**src/rtl/mbox_seq_pkg.sv**
```systemverilog
package mbox_seq_pkg;

    localparam int CODE_W = 8;

    localparam logic [CODE_W-1:0] RESP_OK        = 8'h01;
    localparam logic [CODE_W-1:0] RESP_FAILED    = 8'hFF;
    localparam logic [CODE_W-1:0] RESP_UNKNOWN   = 8'hFE;
    localparam logic [CODE_W-1:0] RESP_PREREQ    = 8'hFD;
    localparam logic [CODE_W-1:0] RESP_RETRY     = 8'hFC;

    typedef enum logic [3:0] {
        ST_IDLE,
        ST_PRE_RD,
        ST_PRE_WAIT,
        ST_CLR,
        ST_WR_ARG,
        ST_WR_ID,
        ST_POST_RD,
        ST_POST_WAIT,
        ST_RD_RES,
        ST_DONE
    } seq_state_t;

endpackage

```
**src/rtl/mbox_wait_timer.sv**
```systemverilog
module mbox_wait_timer #(
    parameter int CNT_W = 24
) (
    input  logic             clk,
    input  logic             rst_n,
    input  logic             start,
    input  logic             run,
    input  logic [CNT_W-1:0] total,
    output logic             expire
);

    logic [CNT_W-1:0] cnt_q;

    always_ff @(posedge clk or negedge rst_n) begin
        if (!rst_n) begin
            cnt_q <= '0;
        end else if (start) begin
            cnt_q <= total;
        end else if (run && cnt_q > CNT_W'(1)) begin
            cnt_q <= cnt_q - CNT_W'(1);
        end
    end

    assign expire = run && (cnt_q <= CNT_W'(1));

    // a load never coincides with a running wait
    a_r10_start_not_running: assert property (@(posedge clk) disable iff (!rst_n)
        start |-> !run);

    // while running, the count only falls
    a_r10_count_falls: assert property (@(posedge clk) disable iff (!rst_n)
        (run && !start && cnt_q > CNT_W'(1)) |=> (cnt_q == $past(cnt_q) - CNT_W'(1)));

endmodule

```
**src/rtl/mbox_retry_ctr.sv**
```systemverilog
module mbox_retry_ctr #(
    parameter int RTY_W = 20
) (
    input  logic             clk,
    input  logic             rst_n,
    input  logic             load,
    input  logic [RTY_W-1:0] limit,
    input  logic             dec,
    output logic             exhausted
);

    logic [RTY_W-1:0] left_q;

    always_ff @(posedge clk or negedge rst_n) begin
        if (!rst_n) begin
            left_q <= '0;
        end else if (load) begin
            left_q <= limit;
        end else if (dec) begin
            left_q <= left_q - RTY_W'(1);
        end
    end

    assign exhausted = (left_q == '0);

    // a retry is never taken when none remain
    a_r3_no_underflow: assert property (@(posedge clk) disable iff (!rst_n)
        dec |-> (left_q != '0));

    // load and decrement never collide
    a_r7_load_dec_exclusive: assert property (@(posedge clk) disable iff (!rst_n)
        !(load && dec));

endmodule

```
**src/rtl/mbox_cmd_seq.sv**
```systemverilog
module mbox_cmd_seq
    import mbox_seq_pkg::*;
#(
    parameter int          ADDR_W     = 16,
    parameter int          DATA_W     = 32,
    parameter int          ID_W       = 8,
    parameter int          DLY_W      = 16,
    parameter int          RTY_W      = 20,
    parameter int          CYC_PER_US = 100,
    parameter logic [15:0] RESP_ADDR  = 16'h016C,
    parameter logic [15:0] PARAM_ADDR = 16'h014C,
    parameter logic [15:0] MSG_ADDR   = 16'h010C
) (
    input  logic              clk,
    input  logic              rst_n,
    input  logic [DLY_W-1:0]  cfg_delay_us,
    input  logic [RTY_W-1:0]  cfg_max_retry,
    input  logic              req_valid,
    output logic              req_ready,
    input  logic [ID_W-1:0]   req_msg,
    input  logic [DATA_W-1:0] req_arg,
    output logic              rsp_valid,
    output logic [DATA_W-1:0] rsp_data,
    output logic [7:0]        rsp_code,
    output logic              rsp_warn,
    output logic              rsp_abort,
    output logic              rsp_timeout,
    output logic              bus_rd,
    output logic              bus_wr,
    output logic [ADDR_W-1:0] bus_addr,
    output logic [DATA_W-1:0] bus_wdata,
    input  logic [DATA_W-1:0] bus_rdata
);

    localparam int TOT_W = DLY_W + $clog2(CYC_PER_US + 1);
    localparam logic [ADDR_W-1:0] A_RESP  = ADDR_W'(RESP_ADDR);
    localparam logic [ADDR_W-1:0] A_PARAM = ADDR_W'(PARAM_ADDR);
    localparam logic [ADDR_W-1:0] A_MSG   = ADDR_W'(MSG_ADDR);

    seq_state_t state_q, state_d;

    logic [ID_W-1:0]   msg_q;
    logic [DATA_W-1:0] arg_q;
    logic [DATA_W-1:0] data_q;
    logic [7:0]        code_q;
    logic              warn_q, abort_q, timeout_q;

    logic              resp_busy;
    logic              is_poll;
    logic              exhausted;
    logic              retry_load, retry_dec;
    logic              tmr_start, tmr_run, tmr_expire;
    logic [TOT_W-1:0]  wait_cycles;

    assign resp_busy   = (bus_rdata == '0);
    assign is_poll     = (state_q == ST_PRE_RD) || (state_q == ST_POST_RD);
    assign wait_cycles = TOT_W'(cfg_delay_us) * TOT_W'(CYC_PER_US);
    assign retry_load  = ((state_q == ST_IDLE) && req_valid) || (state_q == ST_WR_ID);
    assign retry_dec   = is_poll && resp_busy && !exhausted;
    assign tmr_start   = retry_dec;
    assign tmr_run     = (state_q == ST_PRE_WAIT) || (state_q == ST_POST_WAIT);

    mbox_retry_ctr #(.RTY_W(RTY_W)) u_retry (
        .clk       (clk),
        .rst_n     (rst_n),
        .load      (retry_load),
        .limit     (cfg_max_retry),
        .dec       (retry_dec),
        .exhausted (exhausted)
    );

    mbox_wait_timer #(.CNT_W(TOT_W)) u_timer (
        .clk    (clk),
        .rst_n  (rst_n),
        .start  (tmr_start),
        .run    (tmr_run),
        .total  (wait_cycles),
        .expire (tmr_expire)
    );

    // state register
    always_ff @(posedge clk or negedge rst_n) begin
        if (!rst_n) state_q <= ST_IDLE;
        else        state_q <= state_d;
    end

    // next-state logic
    always_comb begin
        state_d = state_q;
        unique case (state_q)
            ST_IDLE:      if (req_valid) state_d = ST_PRE_RD;
            ST_PRE_RD: begin
                if (!resp_busy)     state_d = ST_CLR;
                else if (exhausted) state_d = ST_DONE;
                else                state_d = ST_PRE_WAIT;
            end
            ST_PRE_WAIT:  if (tmr_expire) state_d = ST_PRE_RD;
            ST_CLR:       state_d = ST_WR_ARG;
            ST_WR_ARG:    state_d = ST_WR_ID;
            ST_WR_ID:     state_d = ST_POST_RD;
            ST_POST_RD: begin
                if (!resp_busy || exhausted) state_d = ST_RD_RES;
                else                         state_d = ST_POST_WAIT;
            end
            ST_POST_WAIT: if (tmr_expire) state_d = ST_POST_RD;
            ST_RD_RES:    state_d = ST_DONE;
            ST_DONE:      state_d = ST_IDLE;
            default:      state_d = ST_IDLE;
        endcase
    end

    // captured request and result fields
    always_ff @(posedge clk or negedge rst_n) begin
        if (!rst_n) begin
            msg_q     <= '0;
            arg_q     <= '0;
            data_q    <= '0;
            code_q    <= '0;
            warn_q    <= 1'b0;
            abort_q   <= 1'b0;
            timeout_q <= 1'b0;
        end else begin
            unique case (state_q)
                ST_IDLE: if (req_valid) begin
                    msg_q     <= req_msg;
                    arg_q     <= req_arg;
                    data_q    <= '0;
                    code_q    <= '0;
                    warn_q    <= 1'b0;
                    abort_q   <= 1'b0;
                    timeout_q <= 1'b0;
                end
                ST_PRE_RD: begin
                    if (!resp_busy)     warn_q  <= (bus_rdata[7:0] != RESP_OK) || (bus_rdata[DATA_W-1:8] != '0);
                    else if (exhausted) abort_q <= 1'b1;
                end
                ST_POST_RD: begin
                    if (!resp_busy)     code_q    <= bus_rdata[7:0];
                    else if (exhausted) timeout_q <= 1'b1;
                end
                ST_RD_RES: data_q <= bus_rdata;
                default: ;
            endcase
        end
    end

    // outputs decoded from state
    always_comb begin
        req_ready = 1'b0;
        rsp_valid = 1'b0;
        bus_rd    = 1'b0;
        bus_wr    = 1'b0;
        bus_addr  = '0;
        bus_wdata = '0;
        unique case (state_q)
            ST_IDLE:    req_ready = 1'b1;
            ST_PRE_RD, ST_POST_RD: begin
                bus_rd   = 1'b1;
                bus_addr = A_RESP;
            end
            ST_CLR: begin
                bus_wr   = 1'b1;
                bus_addr = A_RESP;
            end
            ST_WR_ARG: begin
                bus_wr    = 1'b1;
                bus_addr  = A_PARAM;
                bus_wdata = arg_q;
            end
            ST_WR_ID: begin
                bus_wr    = 1'b1;
                bus_addr  = A_MSG;
                bus_wdata = DATA_W'(msg_q);
            end
            ST_RD_RES: begin
                bus_rd   = 1'b1;
                bus_addr = A_PARAM;
            end
            ST_DONE:    rsp_valid = 1'b1;
            default: ;
        endcase
    end

    assign rsp_data    = data_q;
    assign rsp_code    = code_q;
    assign rsp_warn    = warn_q;
    assign rsp_abort   = abort_q;
    assign rsp_timeout = timeout_q;

    a_r11_single_access: assert property (@(posedge clk) disable iff (!rst_n)
        !(bus_rd && bus_wr));

    a_r6_clear_then_arg: assert property (@(posedge clk) disable iff (!rst_n)
        (bus_wr && bus_addr == A_RESP) |=> (bus_wr && bus_addr == A_PARAM));

    a_r6_arg_then_id: assert property (@(posedge clk) disable iff (!rst_n)
        (bus_wr && bus_addr == A_PARAM) |=> (bus_wr && bus_addr == A_MSG));

    a_r6_clear_zero: assert property (@(posedge clk) disable iff (!rst_n)
        (bus_wr && bus_addr == A_RESP) |-> (bus_wdata == '0));

    a_r12_pulse: assert property (@(posedge clk) disable iff (!rst_n)
        rsp_valid |=> !rsp_valid);

    a_r2_accept_drops_ready: assert property (@(posedge clk) disable iff (!rst_n)
        (req_valid && req_ready) |=> !req_ready);

    a_r2_ready_low_at_done: assert property (@(posedge clk) disable iff (!rst_n)
        rsp_valid |-> !req_ready);

    a_r4_abort_clean: assert property (@(posedge clk) disable iff (!rst_n)
        (rsp_valid && rsp_abort) |-> (rsp_data == '0 && rsp_code == '0 && !rsp_timeout));

    a_r8_timeout_code: assert property (@(posedge clk) disable iff (!rst_n)
        (rsp_valid && rsp_timeout) |-> (rsp_code == '0));

endmodule

```
**config.mk**
```make
export PLATFORM = sky130hd
export DESIGN_NAME = mbox_cmd_seq
export DESIGN_NICKNAME = d
export VERILOG_FILES = /design/src/rtl/mbox_seq_pkg.sv /design/src/rtl/mbox_wait_timer.sv /design/src/rtl/mbox_retry_ctr.sv /design/src/rtl/mbox_cmd_seq.sv
export SDC_FILE = /design/constraint.sdc
export NUM_CORES = 1
export LEC_CHECK = 0
export BUFFER_PORTS_ARGS = -buffer_cell sky130_fd_sc_hd__buf_2
export CORE_ASPECT_RATIO = 0.5
export CORE_MARGIN = 10
export CORE_UTILIZATION = 58
export CTS_CLUSTER_DIAMETER = 200
export DETAILED_ROUTE_END_ITERATION = 10
export GPL_ROUTABILITY_DRIVEN = 1
export PLACE_DENSITY = 0.84
export SLEW_MARGIN = 15
export SYNTH_ARGS = -nofsm -noshare
export SYNTH_HDL_FRONTEND = slang
export SYNTH_SLANG_ARGS = --single-unit
export TNS_END_PERCENT = 5
```
**constraint.sdc**
```tcl
create_clock -name clk -period 4.6 [get_ports clk]
set_input_delay 0.92 -clock clk [delete_from_list [all_inputs] [get_ports clk]]
set_output_delay 0.92 -clock clk [all_outputs]
set_load 0.05 [all_outputs]
```
==> impl_metrics.py <==
metrics = {
    "run_status": {
        "status": "completed",
    },
    "sta": {
        "slew-limit-headroom_pct": 44.2,
        "skew_ns": 0.00882,
        "fmax_ghz": 0.258,
        "totalNegativeSetupSlack_ns": 0,
        "fin_crit_sh_pct": 84.3,
        "post-route-min-period_ns": 3.88,
        "setup_ws_ns": 0.720,
        "timing_worst_slew_pin_value_ns": 0.834,
        "fin_hold_ws_ns": 0.469,
        "setup_viol": 0,
        "setup_repair_after_global_routing_missed_its_margin": "no",
        "finalMaxSlewViolations": 0,
        "final-hold-violation-count": 0,
    },
    "placed_design": {
        "dp_hpwl_mm": 16.1,
        "port_buffers": 194,
        "pre_cts_slack_ns": 0.321,
        "gp_congestion": 0.875,
    },
    "yosys": {
        "netlist_instances": 936,
        "synth_seq_area_share_pct": 40.7,
        "yosys_warnings": 0,
        "synth_ff_type": "sky130_fd_sc_hd__dfrtp_1",
        "synthesis.area_per_instance_um2": 8.55,
        "synth-async-reset-ratio_pct": 100,
        "synth.cell_area_um2": 8000,
        "netlist-cell-type-count": 61,
        "synth.ff_latch_count": 130,
        "synth-edff-count": 0,
    },
    "die": {
        "die_area_um2": 19200,
        "floorplan.core_area_um2": 13500,
        "chipHeight_um": 103,
        "ios": 206,
        "start_util_pct": 59.2,
        "row_count": 30,
        "fp.dieW_um": 186,
    },
    "setup_path": {
        "path_max_fanout": 4,
        "worst_r2r_endpoint": "u_timer.cnt_q[18]",
        "r2r_setup_slack_ns": 1.81,
        "worstReg2RegStart": "u_timer.cnt_q[11]",
        "timing.critical_path.from_type": "input port",
        "worst-endpoint-arrival_ns": 4.16,
        "end_kind": "flop",
        "path_delay_family": "adder cells",
        "worstRegToRegCells": 7,
        "worstPathRequired_ns": 4.88,
        "max_stage_delay_cell_worst_path": "sky130_fd_sc_hd__fa_1",
        "timing_worst_setup_path_type": "in2reg",
        "cp_slowest_stage_delay_ns": 0.50,
        "critPathBufInv": 3,
        "worstPathCellList": "buf_2 -> ha_1 -> ha_1 -> inv_1 -> fa_1 -> inv_1 -> ha_1 -> o21ai_0 -> o21a_1 -> o21ai_0 -> o31ai_1 -> o21ai_0 -> mux2i_1 -> a21oi_1",
    },
    "cells_and_area": {
        "final.fill_count": 1093,
        "multi_input_area_um2": 4350,
        "drive_above_1_share_pct": 22.3,
        "regArea_um2": 3250,
        "antenna-diode-count": 0,
        "layout_commonest_cell": "sky130_fd_sc_hd__nand2_1",
        "syn_to_final_growth_pct": 20.3,
        "design.final.nets": 1292,
        "most-common-layout-cells": "sky130_fd_sc_hd__nand2_1 (240), sky130_fd_sc_hd__buf_2 (193), sky130_fd_sc_hd__dfrtp_1 (130), sky130_fd_sc_hd__o21ai_0 (58), sky130_fd_sc_hd__ha_1 (56)",
        "finish.utilization_pct": 71.2,
    },
    "clock_network": {
        "worst_setup_hold_path_clk_slew_ns": 0.06,
        "clock_sink_count": 130,
        "cts-resized-gates": 0,
        "cts_buffers": 17,
        "clk_path_buf_depth": 2,
        "ctsHtreeMaxLevel": 4,
        "cts_tree": "built",
        "clock_tree.root_cell": "sky130_fd_sc_hd__clkbuf_16",
        "worstSkewPairLatency_ns": 0.41,
        "hold_buffers": 0,
        "postCtsSetupRepairBufs": 0,
    },
    "route": {
        "viasPerCell": 5.46,
        "drt-initial-drc-count": 544,
        "drt.antenna.violating_nets": 0,
        "detailroute.via_count": 7118,
        "routed_wl_mm": 21.0,
        "first_pass_iters": 5,
        "drcViolationCount": 0,
        "route.detailed.wl_per_inst_um": 16.1,
    },
    "power_and_ir_drop": {
        "maximum_ir_drop_on_the_vdd_rail_v": 0.000363,
        "design_power_total_mw": 6.18,
        "p_leak_nw": 4.89,
        "cellPowerDensity_nw_per_um2": 642,
    },
    "global_route": {
        "via_count_of_the_first_global_routing_pass": 7100,
        "grt_first_pass_wirelength_mm": 34.0,
        "gr-total-overflow": 0,
        "grt_antenna_before_repair": 0,
        "grt.total_usage_pct": 21.7,
        "grt_max_degree": 81,
    },
    "min_path": {
        "worst_hold_path.num_cells": 2,
        "worst_hold_path_type": "reg2reg",
        "hold_path_end": "arg_q[12]",
        "worstHoldStart": "arg_q[12]",
    },
    "flow_run": {
        "maxCapViolations": 0,
    },
}
-- where the power goes --
part	leakage [nW]	switching, mW	internal (mW)
combinational	3.01	2.12	0.857
clock	0.270	0.558	0.713
sequential	1.61	0.341	1.59
-- routing by layer --
| metal | wire length [µm] | vias to the layer above | GRT usage (%) |
|---|---|---|---|
| met2 | 10600 | 208 | 39.1 |
| li1 | - | 3522 | - |
| met3 | 1320 | 28 | 4.12 |
| met4 | 325 | 0 | 6.83 |
| met1 | 8800 | 3360 | 25.8 |
| met5 | 0 | - | 0 |
-- state kept, by name (all words and copies together) (netlist names) --
| register | cells |
|---|---|
| msg_q | 8 |
| rsp_code | 8 |
| state_q | 4 |
| rsp_warn | 1 |
| rsp_timeout | 1 |
| rsp_abort | 1 |
| arg_q | 32 |
| u_retry.left_q | 20 |
| rsp_data | 32 |
| u_timer.cnt_q | 23 |
-- kinds of logic after synthesis --
logic type,Yosys count,share of synthesized area (%)
mux,3,0.375
other cells,1,0.0469
flops,130,40.7
compound gates,159,13.0
simple gates,431,24.5
buf+inv,106,5.60
xor+xnor,39,4.27
fa+ha+maj,67,11.5
-- worst reg2reg max path: cells and delay by family (launching register included) --
family	cells	cell delay, ns
AO/OA/AOI/OAI	2	0.43
XOR/XNOR	1	0.16
flip-flops	1	0.40
AND/OR/NAND/NOR	4	1.66
-- cell type report --
class / count / area share (%)
clock buffer: 17 / 4.42
clock inverter: 15 / 1.44
inverter: 53 / 2.07
multi-input combinational: 710 / 45.2
sequential: 130 / 33.8
tap: 176 / 2.29
timing repair buffer: 202 / 10.7
-- cell usage after synthesis (all sizes together) (2+ instances only) --
cell	number	area [µm²]
o311ai	3	26.3
mux2i	3	30.0
o21a	3	22.5
a22o	8	70.1
nand2b	9	56.3
nor4	19	125
or4	6	48.8
a211oi	5	37.5
o22ai	2	12.5
nand2	242	911
nor2b	4	25.0
or3	17	111
nand4	4	25.0
a221o	3	30.0
a31o	2	17.5
ha	56	701
and2	26	163
nand3	22	110
nand3b	5	37.5
nor2	46	173
clkbuf	37	139
a211o	2	17.5
buf	16	110
o21bai	4	30.0
o32ai	2	17.5
and3	4	25.0
or2	2	12.5
a311oi	2	23.8
o21ai	59	295
a21o	6	45.0
nor3	23	120
a21oi	32	160
xnor2	26	228
o211ai	12	109
a31oi	6	37.5
fa	11	220
inv	53	199
dfrtp	130	3250
xor2	13	114
-- metrics by stage --
step | area, µm² | cells
5_1_grt | 9620 | 1303
3_3_place_gp | 9060 | 1271
6_report | 9620 | 1303
4_1_cts | 9620 | 1303
2_1_floorplan | 8040 | 946
3_5_place_dp | 9060 | 1271
-- worst max path at each step --
stage,depth (start not counted),start,end
6_report,14,cfg_delay_us[3],u_timer.cnt_q[22]
5_1_grt,12,cfg_delay_us[2],u_timer.cnt_q[20]
4_1_cts,12,cfg_delay_us[2],u_timer.cnt_q[20]
2_1_floorplan,12,cfg_delay_us[6],u_timer.cnt_q[19]
3_5_place_dp,12,cfg_delay_us[2],u_timer.cnt_q[20]
3_3_place_gp,13,cfg_delay_us[6],u_timer.cnt_q[19]
Note: power is estimated with default switching activity, not from simulation.
